$ cat src/rtl/sio_regs_pkg.sv
package sio_regs_pkg;

    localparam int ADDR_W = 3;
    localparam int DATA_W = 8;
    localparam int DIV_W  = 2 * DATA_W;
    localparam int IEN_W  = 4;
    localparam int MCTL_W = 5;
    localparam int TRIG_W = 5;

    typedef enum logic [ADDR_W-1:0] {
        LOC_DATA  = 3'd0,
        LOC_IEN   = 3'd1,
        LOC_FIFO  = 3'd2,
        LOC_LINE  = 3'd3,
        LOC_MODEM = 3'd4,
        LOC_LSTAT = 3'd5,
        LOC_MSTAT = 3'd6,
        LOC_SCR   = 3'd7
    } loc_e;

    // frame format register, MSB first
    typedef struct packed {
        logic       dlab;
        logic       brk;
        logic       stick;
        logic       even;
        logic       pen;
        logic       stop2;
        logic [1:0] wlen;
    } line_ctl_t;

    typedef struct packed {
        logic [1:0] trig;
        logic       dma;
        logic       en;
    } fifo_ctl_t;

    typedef struct packed {
        logic fifo_err;
        logic temt;
        logic thre;
        logic bi;
        logic fe;
        logic pe;
        logic oe;
        logic dr;
    } line_stat_t;

    typedef struct packed {
        logic wr_thr;
        logic wr_dll;
        logic wr_dlm;
        logic wr_ien;
        logic wr_fifo;
        logic wr_line;
        logic wr_modem;
        logic wr_scr;
        logic rd_rbr;
        logic rd_lstat;
    } strobe_t;

    function automatic logic [TRIG_W-1:0] trig_to_bytes(input logic [1:0] code);
        case (code)
            2'b00:   return TRIG_W'(1);
            2'b01:   return TRIG_W'(4);
            2'b10:   return TRIG_W'(8);
            default: return TRIG_W'(14);
        endcase
    endfunction

endpackage

$ cat src/rtl/sio_addr_decode.sv
module sio_addr_decode
    import sio_regs_pkg::*;
(
    input  logic [ADDR_W-1:0] addr,
    input  logic              wr_en,
    input  logic              rd_en,
    input  logic              dlab,
    output strobe_t           stb
);
    always_comb begin
        stb = '0;
        if (wr_en) begin
            case (loc_e'(addr))
                LOC_DATA:  begin stb.wr_thr = !dlab; stb.wr_dll = dlab; end
                LOC_IEN:   begin stb.wr_ien = !dlab; stb.wr_dlm = dlab; end
                LOC_FIFO:  stb.wr_fifo  = 1'b1;
                LOC_LINE:  stb.wr_line  = 1'b1;
                LOC_MODEM: stb.wr_modem = 1'b1;
                LOC_SCR:   stb.wr_scr   = 1'b1;
                default:   ;
            endcase
        end
        if (rd_en) begin
            stb.rd_rbr   = (loc_e'(addr) == LOC_DATA) && !dlab;
            stb.rd_lstat = (loc_e'(addr) == LOC_LSTAT);
        end
    end
endmodule

$ cat src/rtl/sio_ctl_regs.sv
module sio_ctl_regs
    import sio_regs_pkg::*;
(
    input  logic              clk,
    input  logic              rst,
    input  strobe_t           stb,
    input  logic [DATA_W-1:0] wdata,
    output line_ctl_t         line_q,
    output fifo_ctl_t         fifo_q,
    output logic [IEN_W-1:0]  ien_q,
    output logic [MCTL_W-1:0] mctl_q,
    output logic [DATA_W-1:0] scr_q,
    output logic [DIV_W-1:0]  div_q
);
    always_ff @(posedge clk) begin
        if (rst) begin
            line_q <= '0;
            fifo_q <= '0;
            ien_q  <= '0;
            mctl_q <= '0;
            scr_q  <= '0;
            div_q  <= DIV_W'(1);
        end else begin
            if (stb.wr_line)  line_q <= line_ctl_t'(wdata);
            if (stb.wr_fifo)  fifo_q <= '{trig: wdata[7:6], dma: wdata[3], en: wdata[0]};
            if (stb.wr_ien)   ien_q  <= wdata[IEN_W-1:0];
            if (stb.wr_modem) mctl_q <= wdata[MCTL_W-1:0];
            if (stb.wr_scr)   scr_q  <= wdata;
            if (stb.wr_dll)   div_q[DATA_W-1:0]     <= wdata;
            if (stb.wr_dlm)   div_q[DIV_W-1:DATA_W] <= wdata;
        end
    end
endmodule

$ cat src/rtl/sio_line_status.sv
module sio_line_status
    import sio_regs_pkg::*;
(
    input  logic       clk,
    input  logic       rst,
    input  logic       clr,
    input  logic       ev_oe,
    input  logic       ev_pe,
    input  logic       ev_fe,
    input  logic       ev_bi,
    input  logic       live_dr,
    input  logic       live_thre,
    input  logic       live_temt,
    input  logic       live_ferr,
    output line_stat_t stat
);
    logic [3:0] sticky_q;
    logic [3:0] events;

    assign events = {ev_bi, ev_fe, ev_pe, ev_oe};

    // new events win over a clearing read in the same cycle
    always_ff @(posedge clk) begin
        if (rst) sticky_q <= '0;
        else     sticky_q <= (clr ? 4'b0000 : sticky_q) | events;
    end

    always_comb begin
        stat          = '0;
        stat.fifo_err = live_ferr;
        stat.temt     = live_temt;
        stat.thre     = live_thre;
        stat.bi       = sticky_q[3];
        stat.fe       = sticky_q[2];
        stat.pe       = sticky_q[1];
        stat.oe       = sticky_q[0];
        stat.dr       = live_dr;
    end
endmodule

$ cat src/rtl/sio_baud_gen.sv
module sio_baud_gen #(
    parameter int DIV_W = 16
) (
    input  logic             clk,
    input  logic             rst,
    input  logic             restart,
    input  logic [DIV_W-1:0] divisor,
    output logic             tick
);
    localparam logic [DIV_W-1:0] ONE = DIV_W'(1);

    logic [DIV_W-1:0] cnt_q;
    logic [DIV_W-1:0] eff;

    assign eff  = (divisor == '0) ? ONE : divisor;
    assign tick = (cnt_q >= eff - ONE);

    always_ff @(posedge clk) begin
        if (rst || restart) cnt_q <= '0;
        else if (tick)      cnt_q <= '0;
        else                cnt_q <= cnt_q + ONE;
    end
endmodule

$ cat src/rtl/sio_host_regs.sv
module sio_host_regs
    import sio_regs_pkg::*;
(
    input  logic        clk,
    input  logic        rst,
    input  logic [2:0]  addr,
    input  logic        wr_en,
    input  logic        rd_en,
    input  logic [7:0]  wdata,
    output logic [7:0]  rdata,
    output logic        tx_push,
    output logic [7:0]  tx_byte,
    output logic        rx_pop,
    input  logic [7:0]  rx_byte,
    output logic        rx_fifo_clr,
    output logic        tx_fifo_clr,
    output logic        fifo_on,
    output logic        dma_sel,
    output logic [4:0]  rx_trig_bytes,
    output logic [1:0]  word_bits,
    output logic        two_stop,
    output logic        parity_on,
    output logic        parity_even,
    output logic        parity_stick,
    output logic        break_on,
    output logic [3:0]  intr_mask,
    output logic [4:0]  modem_ctl,
    input  logic        rx_ready,
    input  logic        rx_ovr_evt,
    input  logic        rx_par_evt,
    input  logic        rx_frm_evt,
    input  logic        rx_brk_evt,
    input  logic        rx_fifo_err,
    input  logic        tx_hold_empty,
    input  logic        tx_idle,
    input  logic [7:0]  modem_stat,
    output logic        tick16
);
    strobe_t           stb;
    line_ctl_t         lcr_q;
    fifo_ctl_t         fcr_q;
    logic [IEN_W-1:0]  ien_q;
    logic [MCTL_W-1:0] mcr_q;
    logic [DATA_W-1:0] scr_q;
    logic [DIV_W-1:0]  div_q;
    line_stat_t        lsr_q;

    sio_addr_decode i_dec (
        .addr  (addr),
        .wr_en (wr_en),
        .rd_en (rd_en),
        .dlab  (lcr_q.dlab),
        .stb   (stb)
    );

    sio_ctl_regs i_regs (
        .clk    (clk),
        .rst    (rst),
        .stb    (stb),
        .wdata  (wdata),
        .line_q (lcr_q),
        .fifo_q (fcr_q),
        .ien_q  (ien_q),
        .mctl_q (mcr_q),
        .scr_q  (scr_q),
        .div_q  (div_q)
    );

    sio_line_status i_lsr (
        .clk       (clk),
        .rst       (rst),
        .clr       (stb.rd_lstat),
        .ev_oe     (rx_ovr_evt),
        .ev_pe     (rx_par_evt),
        .ev_fe     (rx_frm_evt),
        .ev_bi     (rx_brk_evt),
        .live_dr   (rx_ready),
        .live_thre (tx_hold_empty),
        .live_temt (tx_idle),
        .live_ferr (rx_fifo_err && fcr_q.en),
        .stat      (lsr_q)
    );

    sio_baud_gen #(.DIV_W(DIV_W)) i_baud (
        .clk     (clk),
        .rst     (rst),
        .restart (stb.wr_dll || stb.wr_dlm),
        .divisor (div_q),
        .tick    (tick16)
    );

    // FIFO path strobes
    assign tx_push     = stb.wr_thr;
    assign tx_byte     = wdata;
    assign rx_pop      = stb.rd_rbr;
    assign rx_fifo_clr = stb.wr_fifo && wdata[1];
    assign tx_fifo_clr = stb.wr_fifo && wdata[2];

    // configuration fields
    assign fifo_on       = fcr_q.en;
    assign dma_sel       = fcr_q.dma;
    assign rx_trig_bytes = trig_to_bytes(fcr_q.trig);
    assign word_bits     = lcr_q.wlen;
    assign two_stop      = lcr_q.stop2;
    assign parity_on     = lcr_q.pen;
    assign parity_even   = lcr_q.even;
    assign parity_stick  = lcr_q.stick;
    assign break_on      = lcr_q.brk;
    assign intr_mask     = ien_q;
    assign modem_ctl     = mcr_q;

    always_comb begin
        case (loc_e'(addr))
            LOC_DATA:  rdata = lcr_q.dlab ? div_q[DATA_W-1:0] : rx_byte;
            LOC_IEN:   rdata = lcr_q.dlab ? div_q[DIV_W-1:DATA_W]
                                          : {{(DATA_W-IEN_W){1'b0}}, ien_q};
            LOC_FIFO:  rdata = {fcr_q.en, fcr_q.en, 2'b00, 4'b0001};
            LOC_LINE:  rdata = lcr_q;
            LOC_MODEM: rdata = {{(DATA_W-MCTL_W){1'b0}}, mcr_q};
            LOC_LSTAT: rdata = lsr_q;
            LOC_MSTAT: rdata = modem_stat;
            default:   rdata = scr_q;
        endcase
    end
endmodule

$ cat config.mk
export PLATFORM = sky130hd
export DESIGN_NAME = sio_host_regs
export DESIGN_NICKNAME = d
export VERILOG_FILES = /design/src/rtl/sio_regs_pkg.sv /design/src/rtl/sio_addr_decode.sv /design/src/rtl/sio_ctl_regs.sv /design/src/rtl/sio_line_status.sv /design/src/rtl/sio_baud_gen.sv /design/src/rtl/sio_host_regs.sv
export SDC_FILE = /design/constraint.sdc
export NUM_CORES = 1
export LEC_CHECK = 0
export ABC_AREA = 1
export BUFFER_PORTS_ARGS = -buffer_cell sky130_fd_sc_hd__buf_4
export CELL_PAD_IN_SITES_DETAIL_PLACEMENT = 1
export CELL_PAD_IN_SITES_GLOBAL_PLACEMENT = 1
export CORE_AREA = 2 2 114 116
export CTS_BUF_LIST = sky130_fd_sc_hd__clkbuf_2 sky130_fd_sc_hd__clkbuf_4 sky130_fd_sc_hd__clkbuf_8
export DETAILED_ROUTE_END_ITERATION = 7
export DIE_AREA = 0 0 116 118
export PLACE_DENSITY_LB_ADDON = 0.1
export SLEW_MARGIN = 20
export SYNTH_ARGS = -nofsm -noshare
export SYNTH_HDL_FRONTEND = slang
export SYNTH_HIERARCHICAL = 1
export SYNTH_SLANG_ARGS = --single-unit
export TNS_END_PERCENT = 100
$ cat constraint.sdc
create_clock -name clk -period 2.68 [get_ports clk]
set_input_delay 0.402 -clock clk [delete_from_list [all_inputs] [get_ports clk]]
set_output_delay 0.402 -clock clk [all_outputs]
set_load 0.01 [all_outputs]
== After elaboration in Yosys (flattened, before gate mapping) ==
Index checks and enable logic that the tools add are counted.
Operators by class
  $add $sub $neg: 2
  bitwise logic cells: 1
  reduce and logical (&&, ||, !) cells: 11
  shift operators: 0
  multipliers: 0
  divide/modulo/power cells: 0
  muxes and demuxes: 14
  order comparisons: 1
  equal/unequal tests: 9
Operator list (number)
  $pmux W8 S7: 1
  $mux W8: 3
  $add A16 B1 Y16 const B: 1
  $ge A16 B16 Y1: 1
  $logic_not A16 Y1: 1
  $mux W16: 1
  $sub A16 B1 Y16 const B: 1
  $eq A3 B3 Y1 const B: 4
  $pmux W4 S3: 1
  $eq A3 B2 Y1 const B: 2
  $mux W2: 3
  $logic_and A1 B1 Y1: 4
  $mux W1: 4
  $mux W4: 1
  $or A4 B4 Y4: 1
  $eq A3 B1 Y1 const B: 1
  $logic_not A3 Y1: 1
  $eq A2 B1 Y1 const B: 1
  $eq A2 B2 Y1 const B: 1
  $logic_not A2 Y1: 1
  $logic_or A1 B1 Y1: 2
  $reduce_or A2 Y1: 1
  $logic_not A1 Y1: 1
Word-level totals
  memory bits (writable): 0
  ROM bits: 0
  register bits: 65
  input port bits: 39
  latch bits: 0
  memories kept: 0
  logic and storage cells: 55
  output and inout bits: 44

== Logic depth before layout (Yosys ltp) ==
Gate-level depths: netlist (run 1).
  depth after elaboration: 6
  depth in mapped cells: 18
  mapped depth without buffers: 17

== By module ==
The synthesis (run 1) kept the hierarchy.
Modules (own cells, without submodules)
  sio_ctl_regs: seq. area each 900.9 µm², cells each 249, instances 1, area each 1773.0 µm²
  sio_baud_gen: seq. area each 320.3 µm², cells each 213, instances 1, area each 1515.2 µm²
  sio_host_regs: seq. area each 0.0 µm², cells each 184, instances 1, area each 882.1 µm²
  sio_line_status: seq. area each 80.1 µm², cells each 21, instances 1, area each 163.9 µm²
  sio_addr_decode: seq. area each 0.0 µm², cells each 24, instances 1, area each 96.3 µm²

== Worst setup path before layout (run 1) ==
No wires, ideal clock.
  path type: flip-flop to output port
  from: register i_regs.div_q[4]
  to: output tick16
  slack: -0.096 ns
  buffers on the path: 0
  arrival time: 2.374 ns
  data required time: 2.278 ns
  stages on the path, launching flop included: 17
  path through: dfxtp_1 -> nor2_1 -> nand2_1 -> nor2_1 -> a21oi_1 -> ha_1 -> nand2_2 -> nor2_2 -> nand2_2 -> nor2_2 -> xor2_1 -> inv_1 -> ha_1 -> nand4_1 -> nor3_1 -> nand2_1 -> nand2_1
Between the ends
  cells in the longest elaborated chain, start to end: 4
Ends and longest elaborated chain
  from (decl): RTL line sio_ctl_regs.sv:13  | output logic [DIV_W-1:0] div_q
  from (signal, indexed assignment): RTL line sio_ctl_regs.sv:29  | if (stb.wr_dll) div_q[DATA_W-1:0] <= wdata;
  from (signal, indexed assignment): RTL line sio_ctl_regs.sv:30  | if (stb.wr_dlm) div_q[DIV_W-1:DATA_W] <= wdata;
  $logic_not A16 Y1: RTL line sio_baud_gen.sv:15  | assign eff = (divisor == '0) ? ONE : divisor;
  $mux W16 *: RTL line sio_baud_gen.sv:15
  $sub A16 B1 Y16 *: RTL line sio_baud_gen.sv:16  | assign tick = (cnt_q >= eff - ONE);
  $ge A16 B16 Y1 *: RTL line sio_baud_gen.sv:16
  to (decl): RTL line sio_host_regs.sv:37  | output logic tick16
Every way passes the cells marked *; elsewhere a longest branch is shown, timed or not.

== Worst setup path after layout (run 1) ==
  from: register i_regs.div_q[7]
  to: output tick16
The elaborated chain is that of the path after synthesis.

==> impl_metrics.toml, run 1 <==
[job]
max_cap_viol_count = 0

[layout]
fillers = 1719
ff_latch_area_mm2 = 0.001314
antenna_cells = 0
instances_no_fill = 961
synthToLayoutAreaGrowth_pct = 24.06
multi_input_area_mm2 = 0.002628
layout-drive-gt1-share_pct = 27.38
layout.nets = 841

[setup_path]
cp-start-kind = "flop"
cp.buffers_inverters = 2
required_ns = 2.28
r2r_slack_ns = 0.05
critPathCaptureType = "output port"
critPathSlowestCell = "dfxtp_2"
timing.rr.start = "i_regs/div_q[7]"
slowest_delay_ns = 0.36
critical_path.top_delay_family = "simple AND/OR/NAND/NOR gates"
crit_arrival_ns = 2.76
timing.rr.end = "i_baud/cnt_q[13]"
crit_type = "flop to output port"
r2r_cells = 18
cp_max_fo = 3
crit_chain = "nor2_4, nand2_2, nor3_4, a21oi_2, ha_2, nand2_4, nor2_4, nand2_2, nor2_4, xor2_1, inv_1, ha_1, nand4_1, nor3_2, nand2_1, nand2_1, buf_4"
path_common_cell = "nor2_4"

[power]
power_leakage_nw = 2.630
p_per_area_mw_per_mm2 = 388.0
ir_drop_mv = 0.2144
power_mw = 2.133

[hold_path]
min_from = "rst"
whs_endpoint = "i_lsr/sticky_q[2]"
hold_path.class = "primary input to flop"
holdPathStages = 2

[place]
dp_hpwl_mm = 11.75
dp.cells = 941
port_buffers = 81
routabilityCongestion = 0.8055

[synthesis]
ys_seq_area_share_pct = 29.37
ys_seq_elements = 65
synth_top_cell_area_share_pct = 29.37
synth.top_cells.by_count = "216 x nand2_1, 138 x nor2_1, 65 x dfxtp_1"
ys_top_cells_by_area = "dfxtp_1 29%, nand2_1 18%, nor2_1 12%, ha_1 5.1%, inv_1 4.7%"
synth_warnings = 6
synth.avg_cell_area_um2 = 6.412
async_flop_share_pct = 0
synthCells = 691
synth_edf_count = 0
synth_area_leader_cell = "dfxtp_1"
yosys.cell_count.top_type = "nand2_1"
synth_area_mm2 = 0.004430
synth-main-ff-cell = "dfxtp_1"
ys_types = 35
synth_nets = 748

[cts]
clk_path_buf_depth = 2
clk_pin_slew_ns = 0.08
clkSinkCount = 65
clk_latency_ns = 0.38
cts_inserted_buffers = 9
cts-root-buf = "clkbuf_8"
cts_max_level = 3
cts_tree = "done"

[grt]
grt_max_degree = 46
antenna_found_initial = 0
grt_pass1_vias = 4776
overflow = 0
grt_first_pass_wirelength_mm = 24.39
grt_use_total_pct = 23.08

[sta]
max_freq_mhz = 316.6
min_period_ns = 3.159
layout_setup_ws_ns = -0.4788
setup_viol = 1
fin_skew_ns = 0.01438
slew_violations = 0
relSlewSlack_pct = 49.34
setup-tns-final_ns = -0.4788
hold_viol_final = 0
period_share_pct = 117.9
tightest_slew_ns = 0.7587
rsz0062_at_grt = "true"

[floorplanning]
core_mm2 = 0.01241
die_y_um = 118
fp.dieArea_mm2 = 0.01369
initial_core_util_pct = 35.69
ios = 83
fp.dieW_um = 116
row_count = 41

[detailed_routing]
dr.pass1.iters = 4
drcViolationCount = 0
routed_wl_mm = 14.92
drt_iter0_markers = 207
vias = 4513
ant_nets = 0
viasPerCell = 4.696
routedWlPerCell_um = 15.52

[run_status]
status = "finished with violations"
violations = "setup timing"
layer usage:
metal | global-route usage (%) | vias up | routed length [um]
met5 | 0 | - | 0
met4 | 7.366 | 0 | 275
met3 | 5.201 | 23 | 595
met2 | 37.43 | 84 | 7207
met1 | 30.19 | 2115 | 6836
li1 | - | 2291 | -
power breakdown:
part	total (mW)	switching [mW]	internal (mW)
sequential	1.00	0.0174	0.987
clock	0.801	0.439	0.362
combinational	0.328	0.194	0.133
total	2.13	0.651	1.48
worst max-delay path by stage:
| stage | start | endpoint | slack, ns | depth (start not counted) |
|---|---|---|---|---|
| final | i_regs/div_q[7] | tick16 | -0.48 | 17 |
| after global placement | i_regs/div_q[4] | tick16 | 0.06 | 16 |
| after CTS | i_regs/div_q[6] | tick16 | -0.47 | 16 |
| after floorplan | i_regs/div_q[11] | tick16 | 0.007 | 16 |
| after detailed placement | i_regs/div_q[1] | tick16 | -0.10 | 17 |
| after global routing | i_regs/div_q[6] | tick16 | -0.66 | 17 |
cells by family after synthesis:
kind of cell	Yosys count	synth area share, %
AO/OA/AOI/OAI	26	3.050
XOR/XNOR	24	4.744
adder cells (fa/ha/maj)	18	5.083
buffers and inverters	108	13.58
flip-flops	65	29.37
other	1	0.08464
AND/OR/NAND/NOR	449	44.08
per-stage QoR:
| step | area (um^2) | util [%] | worst slack [ns] | hold WS [ns] |
|---|---|---|---|---|
| 2_1_floorplan | 4441 | - | 0.007280 | 0.4173 |
| 3_3_place_gp | 5187 | 41.79 | 0.05502 | 0.4258 |
| 3_5_place_dp | 5187 | 41.79 | -0.1038 | 0.4538 |
| 4_1_cts | 5426 | 43.71 | -0.4664 | 0.2502 |
| 5_1_grt | 5497 | 44.28 | -0.6556 | 0.2550 |
| 6_report | 5497 | 44.28 | -0.4788 | 0.2692 |
placed cells by master, fill, tap and decap left out, drive strengths merged, types with 2 or more instances in the layout:
cell	count
clkbuf	10
clkinv	5
nand3	34
xnor2	8
o21ai	9
ha	18
nand4	17
buf	119
clkinvlp	2
nor3	8
a21oi	15
xor2	16
dfxtp	65
nand2	225
inv	69
nor2	162
registers in the layout (all words and copies together) (netlist names):
signal and cells:
i_regs/ien_q 4, i_regs/mctl_q 5, i_lsr/sticky_q 4, i_regs/fifo_q 4
i_baud/cnt_q 16, i_regs/div_q 16, i_regs/line_q 8, i_regs/scr_q 8
cell type report:
type                    instances  area share [%]
multi-input cells             519           47.80
flip-flops and latches         65           23.90
repair buffers                119           16.32
inverters                      70           4.780
well taps                     172           3.915
clock buffers                  10           2.504
clock inverters                 6          0.7740
timing repair:
action	in CTS	in global routing
pin swaps	3	6
resized for setup	8	19
endpoints found under the setup margin	17	17
hold buffers	0	0
cloned	1	0
buffers inserted	1	3
Note: power is estimated with default switching activity, not from simulation.
==> run 2, diff against run 1 <==
- ABC_AREA: 1 -> not set
- CELL_PAD_IN_SITES_DETAIL_PLACEMENT: 1 -> not set
- CELL_PAD_IN_SITES_GLOBAL_PLACEMENT: 1 -> not set
- CORE_AREA: 2 2 114 116 -> 2 2 91 93
- DIE_AREA: 0 0 116 118 -> 0 0 93 95
- MAX_ROUTING_LAYER: not set -> met4
- PLACE_DENSITY: not set -> 0.78
- PLACE_DENSITY_LB_ADDON: 0.1 -> not set
==> run 2 against run 1 <==
The flow still finishes with violations (setup timing). Critical endpoint unchanged. Largest power group unchanged. Highest routed layer unchanged. Setup slack got worse by 0.66 ns. Register-to-register slack lost 0.83 ns. First-iteration DRC count down 37%.
==> impl_metrics.toml, run 2 <==
[run_status]
status = "finished with violations"
violations = "setup timing"

[layout]
multi_input_area_mm2 = 0.002455
layout.nets = 626
fillers = 664
mostFrequentLayoutCell = "buf_4"
layout-drive-gt1-share_pct = 32.75
final_cell_mix = "126 x buf_4, 90 x nor2_1, 62 x dfxtp_1"
antenna_cells = 0
top_regs = "i_baud/cnt_q: 16 flops, i_regs/div_q: 16 flops"
ff_latch_area_mm2 = 0.001305
synthToLayoutAreaGrowth_pct = 30.15
postLayoutCellArea_mm2 = 0.005213

[setup_path]
critPathCaptureType = "output port"
r2r_cells = 16
required_ns = 2.28
crit_arrival_ns = 3.42
critical_path.top_delay_family = "simple AND/OR/NAND/NOR gates"
cp_max_fo = 4
crit_chain = "or4_4, nor3_4, a21oi_2, ha_2, nand3_4, nor4_4, nor2b_4, xnor2_2, ha_1, nand4_1, or3_1, a221o_1, nand3_2, buf_6"
cp-start-kind = "flop"
critPathSlowestCell = "or4_4"
slowest_delay_ns = 0.55
cp.buffers_inverters = 1
crit_type = "flop to output port"
crit_cells = 14

[sta]
setup_viol = 17
min_period_ns = 3.819
hold_viol_final = 0
setup-tns-final_ns = -13.09
relSlewSlack_pct = 66.16
fin_skew_ns = 0.01484
layout_setup_ws_ns = -1.139
tightest_slew_ns = 0.5076
max_freq_mhz = 261.9
rsz0062_at_grt = "true"
slew_violations = 0
period_share_pct = 142.5

[power]
p_comb_share_pct = 12.2
power_leakage_nw = 2.139
switching_share_pct = 26.16
seq_power_share_pct = 44.5
power_mw = 2.226
switching_power_uw = 582.3
p_per_area_mw_per_mm2 = 427.1
ir_drop_mv = 0.2740
p_clk_share_pct = 43.4
p_int_mw = 1.644

[cts]
clkSinkCount = 65
clk_pin_slew_ns = 0.09
cts_max_level = 3
cts-root-buf = "clkbuf_8"
clk_latency_ns = 0.35
cts_inserted_buffers = 9
cts_tree = "done"
clk_path_buf_depth = 2
ctsHoldBuffers = 0

[synthesis]
ys_top_cells_by_area = "dfxtp_1 32%, mux2i_1 12%, nor2_1 8.4%, ha_1 5.6%, buf_4 3.6%"
synth_area_leader_cell = "dfxtp_1"
synth.top_cells.by_count = "90 x nor2_1, 65 x dfxtp_1, 49 x mux2i_1"
synth_edf_count = 0
synth_top_cell_area_share_pct = 32.49
yosys.cell_count.top_type = "nor2_1"
synth_warnings = 6
ys_types = 61
synthCells = 464
synth.avg_cell_area_um2 = 8.632
synth_area_mm2 = 0.004005
async_flop_share_pct = 0
ys_seq_area_share_pct = 32.49
ys_seq_elements = 65
synth_nets = 521
synth-main-ff-cell = "dfxtp_1"

[floorplanning]
initial_core_util_pct = 50.52
fp.dieArea_mm2 = 0.008835
fp.dieW_um = 93
ios = 83
row_count = 33
core_mm2 = 0.007928
die_y_um = 95

[grt]
overflow = 0
grt_pass1_vias = 3546
antenna_found_initial = 0
grt_max_degree = 51
grt_first_pass_wirelength_mm = 17.07
grt_use_total_pct = 25.53

[hold_path]
hold_path.class = "primary input to flop"
holdPathStages = 3

[detailed_routing]
routedWlPerCell_um = 15.70
routed_wl_mm = 10.66
drcViolationCount = 0
dr.pass1.iters = 5
drt_iter0_markers = 130
vias = 3671
viasPerCell = 5.406
ant_nets = 0

[place]
routabilityCongestion = 0.8834
port_buffers = 81
placed_cell_area_mm2 = 0.004850
dp_hpwl_mm = 7.714

[job]
max_cap_viol_count = 0
run 2: changes by cell type after synthesis, sizes merged, moves of 8 or more:
| cell | delta |
|---|---|
| nand2 | -190 |
| nor2 | -72 |
| inv | -54 |
| mux2i | +49 |
| nand3 | -22 |
| nand4 | -12 |
| nand2b | +11 |
| mux2 | +8 |
run 2: kinds of logic after synthesis:
family,count (synthesis),share of synthesized area (%)
and+or+nand+nor,191,23.09
DFF,65,32.49
muxes,58,15.34
AOI/OAI and AO/OA,55,9.372
buffers and inverters,52,8.747
xor gates and xnor gates,24,5.248
adders and majority gates,18,5.623
other,1,0.09363
run 2: power by group through the flow:
stage / Clock [mW] / Combinational (mW) / Sequential, mW
2_1_floorplan: 0 / 0.151 / 1.01
3_3_place_gp: 0 / 0.260 / 1.01
3_5_place_dp: 0 / 0.262 / 1.01
4_1_cts: 0.969 / 0.265 / 0.990
5_1_grt: 1.02 / 0.291 / 0.992
6_report: 0.965 / 0.271 / 0.990
run 2: what timing repair did:
| item | in CTS | in global routing |
|---|---|---|
| resized for setup | 4 | 9 |
| endpoints found under the setup margin | 17 | 17 |
| pin swaps | 9 | 10 |
| cloned | 0 | 1 |
| buffers inserted | 6 | 1 |
run 2: path summary, 6_finish.rpt:
path	startpoint	to	slack (ns)
max	i_regs/div_q[11]	tick16	-1.14
min	rx_ovr_evt	i_lsr/sticky_q[0]	0.28
max reg2reg	i_regs/div_q[11]	i_baud/cnt_q[5]	-0.78
min reg2reg	i_lsr/sticky_q[2]	i_lsr/sticky_q[2]	0.48
run 2: through the flow:
stage | util [%] | setup slack [ns] | hold WS, ns | cells
finish | 65.75 | -1.139 | 0.2795 | 679
global route | 65.75 | -1.244 | 0.2937 | 679
CTS | 64.74 | -1.103 | 0.2758 | 677
detailed placement | 61.17 | -0.7484 | 0.4620 | 655
global placement | 61.17 | -0.7015 | 0.4565 | 655
floorplan | - | -0.6828 | 0.4372 | 464
run 2: per-layer routing:
| metal | track usage, % | wire (um) |
|---|---|---|
| met2 | 42.75 | 5329 |
| met1 | 31.12 | 4547 |
| met5 | - | 0 |
| met4 | 10.66 | 230 |
| met3 | 3.352 | 554 |
run 2: final cells by class:
class                   count  area share (%)
clock buffers               9           2.376
flip-flops and latches     65           25.04
clock inverters             7           1.920
well taps                 105           2.520
multi-input cells         347           47.10
repair buffers            132           20.04
inverters                  14           1.008
run 2: worst min-delay path, cell delays in order:
cell	delay [ns]
buf_4	0.08
inv_1	0.03
a21oi_1	0.10
==> run 3, diff against run 2 <==
- SKIP_LAST_GASP: not set -> 1
==> run 3 against run 2 <==
The run still ends with setup timing left. Routed wire length decreased by 0.64%. Fmax about the same. Non-clock buffer count unchanged. Setup slack got worse by 0.0010 ns. Via count barely moved. Sequential power barely moved. First-iteration DRC count increased by 19%. Core utilization shrank 0.063 points. Clock skew up 0.0024 ns. Largest cell class unchanged.
==> impl_metrics.toml, run 3 (synthesis gave the netlist of run 2 again) <==
[floorplanning]
core_mm2 = 0.007928
row_count = 33
fp.dieW_um = 93
ios = 83
die_y_um = 95
initial_core_util_pct = 50.52
fp.dieArea_mm2 = 0.008835

[cts]
clk_pin_slew_ns = 0.09
clk_path_buf_depth = 2
cts-root-buf = "clkbuf_8"
clk_latency_ns = 0.36
cts_inserted_buffers = 9
cts_tree = "done"
clkSinkCount = 65
cts_max_level = 3

[sta]
layout_setup_ws_ns = -1.140
holdWs_ns = 0.2784
period_share_pct = 142.5
fin_skew_ns = 0.01725
min_period_ns = 3.820
relSlewSlack_pct = 66.50
rsz0062_at_grt = "true"
max_freq_mhz = 261.8
hold_viol_final = 0
tightest_slew_ns = 0.5025
setup_viol = 17
slew_violations = 0

[detailed_routing]
routed_wl_mm = 10.59
ant_nets = 0
dr.pass1.iters = 4
routedWlPerCell_um = 15.60
drt_iter0_markers = 155
viasPerCell = 5.409
drcViolationCount = 0
vias = 3673

[power]
p_comb_share_pct = 12.1
ir_drop_mv = 0.2737
switching_power_uw = 587.0
power_leakage_nw = 2.138
power_mw = 2.231
p_int_mw = 1.644
p_per_area_mw_per_mm2 = 428.4
p_clk_share_pct = 43.5
switching_share_pct = 26.31
seq_power_share_pct = 44.4

[grt]
grt_max_degree = 51
antenna_found_initial = 0
overflow = 0
grt_first_pass_wirelength_mm = 17.07
grt_pass1_vias = 3546
grt_use_total_pct = 25.53

[layout]
layout-drive-gt1-share_pct = 32.75
final_cell_mix = "126 x buf_4, 90 x nor2_1, 62 x dfxtp_1"
mostFrequentLayoutCell = "buf_4"
synthToLayoutAreaGrowth_pct = 30.02
layout.nets = 626
top_regs = "i_baud/cnt_q: 16 flops, i_regs/div_q: 16 flops"
antenna_cells = 0

[place]
routabilityCongestion = 0.8834
port_buffers = 81
dpl_worst_slack_ns = -0.7484
dp_hpwl_mm = 7.714

[setup_path]
crit_arrival_ns = 3.42
cp-start-kind = "flop"
cp_max_fo = 4
crit_type = "flop to output port"
critPathCaptureType = "output port"
required_ns = 2.28

[job]
max_cap_viol_count = 0

[hold_path]
hold_path.class = "primary input to flop"

[run_status]
status = "finished with violations"
violations = "setup timing"
==> run 3: cell counts in the layout (fill, tap and decap cells not counted) <==
No cell type changed its count.
==> run 3: worst paths after layout <==
path / startpoint / end / slack (ns) / cells after the start
hold reg to reg: i_lsr/sticky_q[2] / i_lsr/sticky_q[2] / 0.48 / 2
setup / recovery: i_regs/div_q[11] / tick16 / -1.14 / 14
hold / removal: rx_ovr_evt / i_lsr/sticky_q[0] / 0.28 / 3
setup reg to reg: i_regs/div_q[11] / i_baud/cnt_q[5] / -0.78 / 16
==> run 3: timing repair <==
item | CTS | global route
pin swaps | 9 | 10
setup buffers | 6 | 1
hold buffers | 0 | 0
gates cloned | 0 | 1
endpoints found under the setup margin | 17 | 17
gates resized for setup | 4 | 8
hold endpoints to repair | 0 | 0
==> run 3: power groups by stage <==
| stage | clock [mW] | sequential (mW) | combinational, mW |
|---|---|---|---|
| floorplan | 0 | 1.01 | 0.151 |
| global placement | 0 | 1.01 | 0.260 |
| detailed placement | 0 | 1.01 | 0.262 |
| CTS | 0.969 | 0.990 | 0.265 |
| global route | 1.02 | 0.992 | 0.291 |
| finish | 0.971 | 0.990 | 0.270 |
==> run 3: critical path: stages, from the launching register on <==
cell	delay [ns]
dfxtp_2	0.32
or4_4	0.55
nor3_4	0.23
a21oi_2	0.10
ha_2	0.21
nand3_4	0.08
nor4_4	0.05
nor2b_4	0.13
xnor2_2	0.12
ha_1	0.30
nand4_1	0.10
or3_1	0.39
a221o_1	0.30
nand3_2	0.09
buf_6	0.10
==> run 3: stage by stage <==
step	utilization [%]	instance area, um^2	std cells	setup TNS [ns]
2_1_floorplan	-	4058	464	-10.20
3_3_place_gp	61.17	4850	655	-9.307
3_5_place_dp	61.17	4850	655	-10.10
4_1_cts	64.74	5132	677	-12.51
5_1_grt	65.69	5207	679	-15.09
6_report	65.69	5207	679	-13.09
==> run 3: final cells by class <==
| type | instances | area, um^2 |
|---|---|---|
| Multi-Input combinational cell | 347 | 2450 |
| Fill cell | 666 | 2720 |
| Sequential cell | 65 | 1305 |
| Tap cell | 105 | 131.4 |
| Inverter | 14 | 52.55 |
| Clock inverter | 7 | 100.1 |
| Clock buffer | 9 | 123.9 |
| Timing Repair Buffer | 132 | 1045 |
==> run 3: per-layer routing <==
metal  vias up  share of wire, %  GRT usage [%]
met3        22               5.1          3.352
met1      1722                43          31.12
li1       1800                 -              -
met2       129                50          42.75
met5         -                 0              -
met4         0               2.4          10.66
